`src/rtl/intc_pkg.sv`:
```
package intc_pkg;
  typedef enum logic [3:0] {
    REG_RAW      = 4'd0,
    REG_FAST     = 4'd1,
    REG_NORM     = 4'd2,
    REG_SEL      = 4'd3,
    REG_EN_SET   = 4'd4,
    REG_EN_CLR   = 4'd5,
    REG_SOFT_SET = 4'd6,
    REG_SOFT_CLR = 4'd7,
    REG_VEC      = 4'd8,
    REG_DFLT     = 4'd9
  } misc_reg_e;

  typedef enum logic [1:0] {
    RGN_MISC     = 2'd0,
    RGN_SLOT_CTL = 2'd1,
    RGN_SLOT_ADR = 2'd2,
    RGN_NONE     = 2'd3
  } region_e;
endpackage

```
`src/rtl/intc_regs.sv`:
```
module intc_regs
  import intc_pkg::*;
#(
  parameter int N_SRC  = 32,
  parameter int N_SLOT = 16,
  parameter int DATA_W = 32,
  parameter int LO_W   = 4,
  parameter int IDX_W  = 5,
  localparam int ADDR_W = LO_W + 2
) (
  input  logic                              clk_i,
  input  logic                              rst_ni,
  input  logic                              we_i,
  input  logic [ADDR_W-1:0]                 addr_i,
  input  logic [DATA_W-1:0]                 wdata_i,
  output logic [N_SRC-1:0]                  sel_q_o,
  output logic [N_SRC-1:0]                  en_q_o,
  output logic [N_SRC-1:0]                  soft_q_o,
  output logic [DATA_W-1:0]                 dflt_q_o,
  output logic [N_SLOT-1:0]                 slot_en_q_o,
  output logic [N_SLOT-1:0][IDX_W-1:0]      slot_src_q_o,
  output logic [N_SLOT-1:0][DATA_W-1:0]     slot_adr_q_o
);
  logic [1:0]      rgn;
  logic [LO_W-1:0] lo;
  logic            misc_we;
  logic [N_SRC-1:0] wbits;

  assign rgn     = addr_i[ADDR_W-1 -: 2];
  assign lo      = addr_i[LO_W-1:0];
  assign misc_we = we_i && (rgn == RGN_MISC);
  assign wbits   = wdata_i[N_SRC-1:0];

  always_ff @(posedge clk_i or negedge rst_ni) begin
    if (!rst_ni) begin
      sel_q_o  <= '0;
      en_q_o   <= '0;
      soft_q_o <= '0;
      dflt_q_o <= '0;
    end else if (misc_we) begin
      if (lo == LO_W'(REG_SEL))      sel_q_o  <= wbits;
      if (lo == LO_W'(REG_EN_SET))   en_q_o   <= en_q_o | wbits;
      if (lo == LO_W'(REG_EN_CLR))   en_q_o   <= en_q_o & ~wbits;
      if (lo == LO_W'(REG_SOFT_SET)) soft_q_o <= soft_q_o | wbits;
      if (lo == LO_W'(REG_SOFT_CLR)) soft_q_o <= soft_q_o & ~wbits;
      if (lo == LO_W'(REG_DFLT))     dflt_q_o <= wdata_i;
    end
  end

  for (genvar s = 0; s < N_SLOT; s++) begin : g_slot
    logic hit;
    assign hit = (lo == LO_W'(s));
    always_ff @(posedge clk_i or negedge rst_ni) begin
      if (!rst_ni) begin
        slot_en_q_o[s]  <= 1'b0;
        slot_src_q_o[s] <= '0;
        slot_adr_q_o[s] <= '0;
      end else if (we_i && hit) begin
        if (rgn == RGN_SLOT_CTL) begin
          slot_src_q_o[s] <= wdata_i[IDX_W-1:0];
          slot_en_q_o[s]  <= wdata_i[IDX_W];
        end
        if (rgn == RGN_SLOT_ADR) slot_adr_q_o[s] <= wdata_i;
      end
    end
  end

  logic en_wr, soft_wr;
  assign en_wr   = misc_we && (lo == LO_W'(REG_EN_SET) || lo == LO_W'(REG_EN_CLR));
  assign soft_wr = misc_we && (lo == LO_W'(REG_SOFT_SET) || lo == LO_W'(REG_SOFT_CLR));

  p_en_set_r3: assert property (@(posedge clk_i) disable iff (!rst_ni)
    (misc_we && lo == LO_W'(REG_EN_SET)) |=>
      ((en_q_o & $past(wbits)) == $past(wbits)));
  p_en_clr_r3: assert property (@(posedge clk_i) disable iff (!rst_ni)
    (misc_we && lo == LO_W'(REG_EN_CLR)) |=> ((en_q_o & $past(wbits)) == '0));
  p_en_hold_r3: assert property (@(posedge clk_i) disable iff (!rst_ni)
    !en_wr |=> $stable(en_q_o));
  p_soft_set_r4: assert property (@(posedge clk_i) disable iff (!rst_ni)
    (misc_we && lo == LO_W'(REG_SOFT_SET)) |=>
      ((soft_q_o & $past(wbits)) == $past(wbits)));
  p_soft_clr_r4: assert property (@(posedge clk_i) disable iff (!rst_ni)
    (misc_we && lo == LO_W'(REG_SOFT_CLR)) |=> ((soft_q_o & $past(wbits)) == '0));
  p_soft_hold_r4: assert property (@(posedge clk_i) disable iff (!rst_ni)
    !soft_wr |=> $stable(soft_q_o));
endmodule

```
`src/rtl/intc_status.sv`:
```
module intc_status #(
  parameter int N_SRC = 32
) (
  input  logic [N_SRC-1:0] src_i,
  input  logic [N_SRC-1:0] soft_i,
  input  logic [N_SRC-1:0] en_i,
  input  logic [N_SRC-1:0] sel_i,
  output logic [N_SRC-1:0] raw_o,
  output logic [N_SRC-1:0] fast_o,
  output logic [N_SRC-1:0] norm_o,
  output logic             fiq_o,
  output logic             irq_o
);
  logic [N_SRC-1:0] live;
  assign raw_o  = src_i | soft_i;
  assign live   = raw_o & en_i;
  assign fast_o = live & sel_i;
  assign norm_o = live & ~sel_i;
  assign fiq_o  = |fast_o;
  assign irq_o  = |norm_o;
endmodule

```
`src/rtl/intc_vec_pick.sv`:
```
module intc_vec_pick #(
  parameter int N_SRC  = 32,
  parameter int N_SLOT = 16,
  parameter int DATA_W = 32,
  parameter int IDX_W  = 5
) (
  input  logic [N_SRC-1:0]              norm_i,
  input  logic [N_SLOT-1:0]             slot_en_i,
  input  logic [N_SLOT-1:0][IDX_W-1:0]  slot_src_i,
  input  logic [N_SLOT-1:0][DATA_W-1:0] slot_adr_i,
  input  logic [DATA_W-1:0]             dflt_i,
  output logic [DATA_W-1:0]             vec_o,
  output logic                          hit_o
);
  logic [N_SLOT-1:0] match;

  for (genvar s = 0; s < N_SLOT; s++) begin : g_match
    assign match[s] = slot_en_i[s] && norm_i[slot_src_i[s]];
  end

  // highest index first so the lowest matching slot is written last
  always_comb begin
    vec_o = dflt_i;
    for (int s = N_SLOT - 1; s >= 0; s--) begin
      if (match[s]) vec_o = slot_adr_i[s];
    end
  end

  assign hit_o = |match;
endmodule

```
`src/rtl/intc_vic.sv`:
```
module intc_vic
  import intc_pkg::*;
#(
  parameter int N_SRC  = 32,
  parameter int N_SLOT = 16,
  parameter int DATA_W = 32,
  localparam int IDX_W  = $clog2(N_SRC),
  localparam int SLOT_W = $clog2(N_SLOT),
  localparam int LO_W   = (SLOT_W > 4) ? SLOT_W : 4,
  localparam int ADDR_W = LO_W + 2
) (
  input  logic              clk_i,
  input  logic              rst_ni,
  input  logic [N_SRC-1:0]  src_i,
  input  logic              bus_we_i,
  input  logic [ADDR_W-1:0] bus_addr_i,
  input  logic [DATA_W-1:0] bus_wdata_i,
  output logic [DATA_W-1:0] bus_rdata_o,
  output logic              fiq_o,
  output logic              irq_o,
  output logic [DATA_W-1:0] vec_addr_o
);
  logic [N_SRC-1:0]              sel_q, en_q, soft_q, raw, fast, norm;
  logic [DATA_W-1:0]             dflt_q;
  logic [N_SLOT-1:0]             slot_en_q;
  logic [N_SLOT-1:0][IDX_W-1:0]  slot_src_q;
  logic [N_SLOT-1:0][DATA_W-1:0] slot_adr_q;
  logic                          vec_hit;

  intc_regs #(
    .N_SRC(N_SRC), .N_SLOT(N_SLOT), .DATA_W(DATA_W), .LO_W(LO_W), .IDX_W(IDX_W)
  ) u_regs (
    .clk_i, .rst_ni,
    .we_i         (bus_we_i),
    .addr_i       (bus_addr_i),
    .wdata_i      (bus_wdata_i),
    .sel_q_o      (sel_q),
    .en_q_o       (en_q),
    .soft_q_o     (soft_q),
    .dflt_q_o     (dflt_q),
    .slot_en_q_o  (slot_en_q),
    .slot_src_q_o (slot_src_q),
    .slot_adr_q_o (slot_adr_q)
  );

  intc_status #(.N_SRC(N_SRC)) u_status (
    .src_i, .soft_i(soft_q), .en_i(en_q), .sel_i(sel_q),
    .raw_o(raw), .fast_o(fast), .norm_o(norm), .fiq_o, .irq_o
  );

  intc_vec_pick #(
    .N_SRC(N_SRC), .N_SLOT(N_SLOT), .DATA_W(DATA_W), .IDX_W(IDX_W)
  ) u_pick (
    .norm_i(norm), .slot_en_i(slot_en_q), .slot_src_i(slot_src_q),
    .slot_adr_i(slot_adr_q), .dflt_i(dflt_q), .vec_o(vec_addr_o), .hit_o(vec_hit)
  );

  logic [1:0]      rgn;
  logic [LO_W-1:0] lo;
  assign rgn = bus_addr_i[ADDR_W-1 -: 2];
  assign lo  = bus_addr_i[LO_W-1:0];

  always_comb begin
    bus_rdata_o = '0;
    unique case (rgn)
      RGN_MISC: begin
        case (lo)
          LO_W'(REG_RAW):      bus_rdata_o = DATA_W'(raw);
          LO_W'(REG_FAST):     bus_rdata_o = DATA_W'(fast);
          LO_W'(REG_NORM):     bus_rdata_o = DATA_W'(norm);
          LO_W'(REG_SEL):      bus_rdata_o = DATA_W'(sel_q);
          LO_W'(REG_EN_SET),
          LO_W'(REG_EN_CLR):   bus_rdata_o = DATA_W'(en_q);
          LO_W'(REG_SOFT_SET),
          LO_W'(REG_SOFT_CLR): bus_rdata_o = DATA_W'(soft_q);
          LO_W'(REG_VEC):      bus_rdata_o = vec_addr_o;
          LO_W'(REG_DFLT):     bus_rdata_o = dflt_q;
          default:             bus_rdata_o = '0;
        endcase
      end
      RGN_SLOT_CTL: begin
        for (int s = 0; s < N_SLOT; s++)
          if (lo == LO_W'(s)) bus_rdata_o = DATA_W'({slot_en_q[s], slot_src_q[s]});
      end
      RGN_SLOT_ADR: begin
        for (int s = 0; s < N_SLOT; s++)
          if (lo == LO_W'(s)) bus_rdata_o = slot_adr_q[s];
      end
      default: bus_rdata_o = '0;
    endcase
  end

  p_default_idle_r8: assert property (@(posedge clk_i) disable iff (!rst_ni)
    !irq_o |-> (vec_addr_o == dflt_q));
  p_hit_needs_irq_r7: assert property (@(posedge clk_i) disable iff (!rst_ni)
    vec_hit |-> irq_o);
  p_fiq_needs_sel_r2: assert property (@(posedge clk_i) disable iff (!rst_ni)
    fiq_o |-> (|(sel_q & en_q)));
  p_irq_needs_en_r2: assert property (@(posedge clk_i) disable iff (!rst_ni)
    irq_o |-> (|(en_q & ~sel_q)));
endmodule

```
`config.mk`:
```
export PLATFORM = sky130hd
export DESIGN_NAME = intc_vic
export DESIGN_NICKNAME = d
export VERILOG_FILES = /design/src/rtl/intc_pkg.sv /design/src/rtl/intc_regs.sv /design/src/rtl/intc_status.sv /design/src/rtl/intc_vec_pick.sv /design/src/rtl/intc_vic.sv
export SDC_FILE = /design/constraint.sdc
export NUM_CORES = 2
export LEC_CHECK = 0
export BUFFER_PORTS_ARGS = -buffer_cell sky130_fd_sc_hd__buf_2
export CAP_MARGIN = 20
export CELL_PAD_IN_SITES_DETAIL_PLACEMENT = 1
export CELL_PAD_IN_SITES_GLOBAL_PLACEMENT = 2
export CORE_MARGIN = 10
export CORE_UTILIZATION = 30
export DETAILED_ROUTE_END_ITERATION = 10
export HOLD_SLACK_MARGIN = 0.08
export PLACE_DENSITY = 0.6
export SYNTH_ARGS = -nofsm -noshare
export SYNTH_HDL_FRONTEND = slang
export SYNTH_SLANG_ARGS = --single-unit
```
`constraint.sdc`:
```
create_clock -name clk_i -period 3.7 [get_ports clk_i]
set_input_delay 0.185 -clock clk_i [delete_from_list [all_inputs] [get_ports clk_i]]
set_output_delay 0.185 -clock clk_i [all_outputs]
set_load 0.02 [all_outputs]
```
==> metrics.csv <==
stage;metric;value;unit
floorplan;start_util;0.302;
drt;highest_layer;met5;
layout;area_growth;41.5;%
drt;via_per_inst;6.33;
yosys;syn_area_per_cell;10.1;µm²
layout;final_common_cell;buf_4;
drt;ant_nets;0;
drt;wl_met3;20.7;mm
drt;wl_met2;127;mm
pwr;power.leakage;27.4;nW
floorplan;die_h;405;µm
layout;multi_input_area;26800;µm²
sta;slew_headroom;0.261;
yosys;synthFlopType;dfrtp_1;
clocking;path_clk_slew;0.06;ns
yosys;yosysWarningCount;0;
layout;layout_common_cells;buf_4, dfrtp_1, mux2_2;
setup_path;critical_path_class;flip-flop to output port;
floorplan;core-area;147000;µm²
clocking;cts.root.buffer_cell;clkbuf_16;
setup_path;startpoint_type;flip-flop;
sta;max_freq;201;MHz
run_status;violations;negative setup slack;
drt;dr.pass1.iters;6;
drt;wl_per_cell;38.5;µm
setup_path;crit_required;3.51;ns
floorplan;die_x;405;µm
job;max-cap-violations;0;
layout;seqCellArea;18400;µm²
setup_path;cp-end-kind;output port;
run_status;outcome;finished with violations;
drt;drt_iter0_drc;5219;
drt;via_count;46600;
yosys;ys_types;90;
sta;hold_viol_final;0;
floorplan;std_cell_rows;141;
placement;hpwl;205;mm
grt;overflow;0;
yosys;yosysSeqAreaShare;0.414;
setup_path;arrival;4.78;ns
drt;drc;0;
sta;fin_skew;0;ns
layout;drive_gt1_frac;0.476;
sta;max_slew.worst_pin.slew;1.11;ns
clocking;cts_tree;yes;
yosys;synthesis.nets;4485;
sta;period_minus_slack;4.96;ns
sta;rsz0062_at_grt;true;
grt;antenna_found_initial;24;
setup_path;crit_fanout;6;
grt;grtUsageTotal;0.333;
pwr;power;34.6;mW
drt;wl_met1;118;mm
yosys;netlist_area;44500;µm²
clocking;clockBufferDepth;3;
placement;pre_cts_slack;-1.18;ns
grt;grt_pass1_vias;47100;
sta;timing.final.crit_share;1.34;
hold_path;worstHoldPathType;primary input to async pin;
grt;grt_max_degree;94;
clocking;htree_num_levels;3;
sta;setup_viol;64;
pwr;ir_worst_vdd;402;µV
grt;grt_pass1_wl;389;mm
yosys;synth_edf_count;0;
sta;final-max-slew-violation-count;0;
sta;setup_tns;-68.92;ns
layout;layout.nets;5434;
placement;port_buffers;138;
pwr;p_per_area;549;nW/µm²
yosys;ys_ff_latch;736;
clocking;cts_buffers;93;
yosys;synth_cells;4412;
drt;drt-total-wl;284;mm
sta;setup_ws;-1.26;ns
layout;fillers;16000;
clocking;worstSkewPairLatency;0.72;ns
floorplan;die-area;164000;µm²
placement;routabilityCongestion;1.04;
floorplan;ios;139;
yosys;synthArstFlopShare;1.00;
clocking;clock_sinks;736;
[repair_timing]
item | 4_1_cts | 5_1_grt
setup endpoints to repair | 65 | 65
buffers inserted | 64 | 54
gates resized for setup | 460 | 284
pin swaps | 92 | 156
hold endpoints to repair | 314 | 0
gates cloned | 4 | 4
hold buffers | 32 | 0
[state kept, by name (all words and copies together), names as in the netlist, named ones only]
signal,cells
u_regs.slot_src_q_o,80
u_regs.slot_adr_q_o,512
u_regs.sel_q_o,32
u_regs.slot_en_q_o,16
u_regs.dflt_q_o,32
[critical path, stage by stage (launching register included)]
cell       delay, ns
dfrtp_1         0.40
o21ai_4         0.20
buf_4           0.17
nor2_2          0.13
mux4_2          0.52
a2bb2oi_1       0.15
buf_4           0.15
a32oi_4         0.56
buf_8           0.23
buf_12          0.12
o221ai_1        0.12
a311oi_2        0.33
a211oi_2        0.14
o31ai_2         0.38
a211o_1         0.28
buf_6           0.15
[cell type report]
class / instances / share of cell area
clock buffers: 135 / 0.0436
flip-flops and latches: 736 / 0.293
diodes: 2 / 0.0000795
multi-input cells: 3173 / 0.425
well taps: 1930 / 0.0383
clock inverters: 39 / 0.00989
repair buffers: 1298 / 0.187
inverters: 59 / 0.00352
[kinds of logic (layout without fill, tap and decap cells)]
group,Yosys count,in the layout,synth area share
other cells,0,2,0
simple gates,1058,1059,0.114
flops,736,736,0.414
mux,798,798,0.213
buf+inv,504,1531,0.0451
compound gates,1316,1316,0.214
[path summary, 6_finish.rpt]
path / startpoint / endpoint / slack [ns] / cells after the start
max: flip-flop / bus_rdata_o[13] / -1.26 / 15
max reg2reg: u_regs.slot_src_q_o[17] / u_regs.slot_src_q_o[17] / 2.46 / 4
min: rst_ni / u_regs.slot_src_q_o[78] / 0.12 / 2
max in group asynchronous: rst_ni / u_regs.slot_adr_q_o[22] / 2.39 / 4
min in group clk_i: bus_wdata_i[1] / u_regs.slot_src_q_o[36] / 0.17 / 3
min reg2reg: u_regs.slot_adr_q_o[131] / u_regs.slot_adr_q_o[131] / 0.52 / 1
[Yosys cell counts (all sizes together), types with 61 or more instances]
cell type  instances  area share
clkbuf           337       0.028
o221ai            65       0.013
nor2             262       0.022
nand2            301       0.026
buf              108       0.012
a31oi            132       0.019
mux2             684        0.17
a22oi            184       0.031
mux2i             62       0.014
a211oi            89       0.015
nand3             89       0.010
a21oi            153       0.017
nand2b            61      0.0086
nor3             132       0.015
dfrtp            736        0.41
o21ai            212       0.024
[routing by layer]
metal	GRT usage	up-vias
met5	0	-
met4	0.172	16
met3	0.0606	693
met2	0.523	2365
met1	0.438	24600
li1	-	19000
[stage by stage]
stage	area [µm²]	util	instances	hold slack [ns]
2_1_floorplan	44500	-	4412	-0.111
3_3_place_gp	55100	0.373	7061	0.309
3_5_place_dp	55100	0.374	7063	0.308
4_1_cts	61300	0.416	7328	0.0964
5_1_grt	63000	0.427	7371	0.161
6_report	63000	0.427	7372	0.116
[where the power goes]
group	switching, mW	leakage, nW	internal (mW)	total [mW]
Clock	4.11	1.63	6.04	10.1
Sequential	1.29	9.68	9.17	10.5
Combinational	7.65	16.1	6.33	14.0
Power figures use the tool's default switching activity.
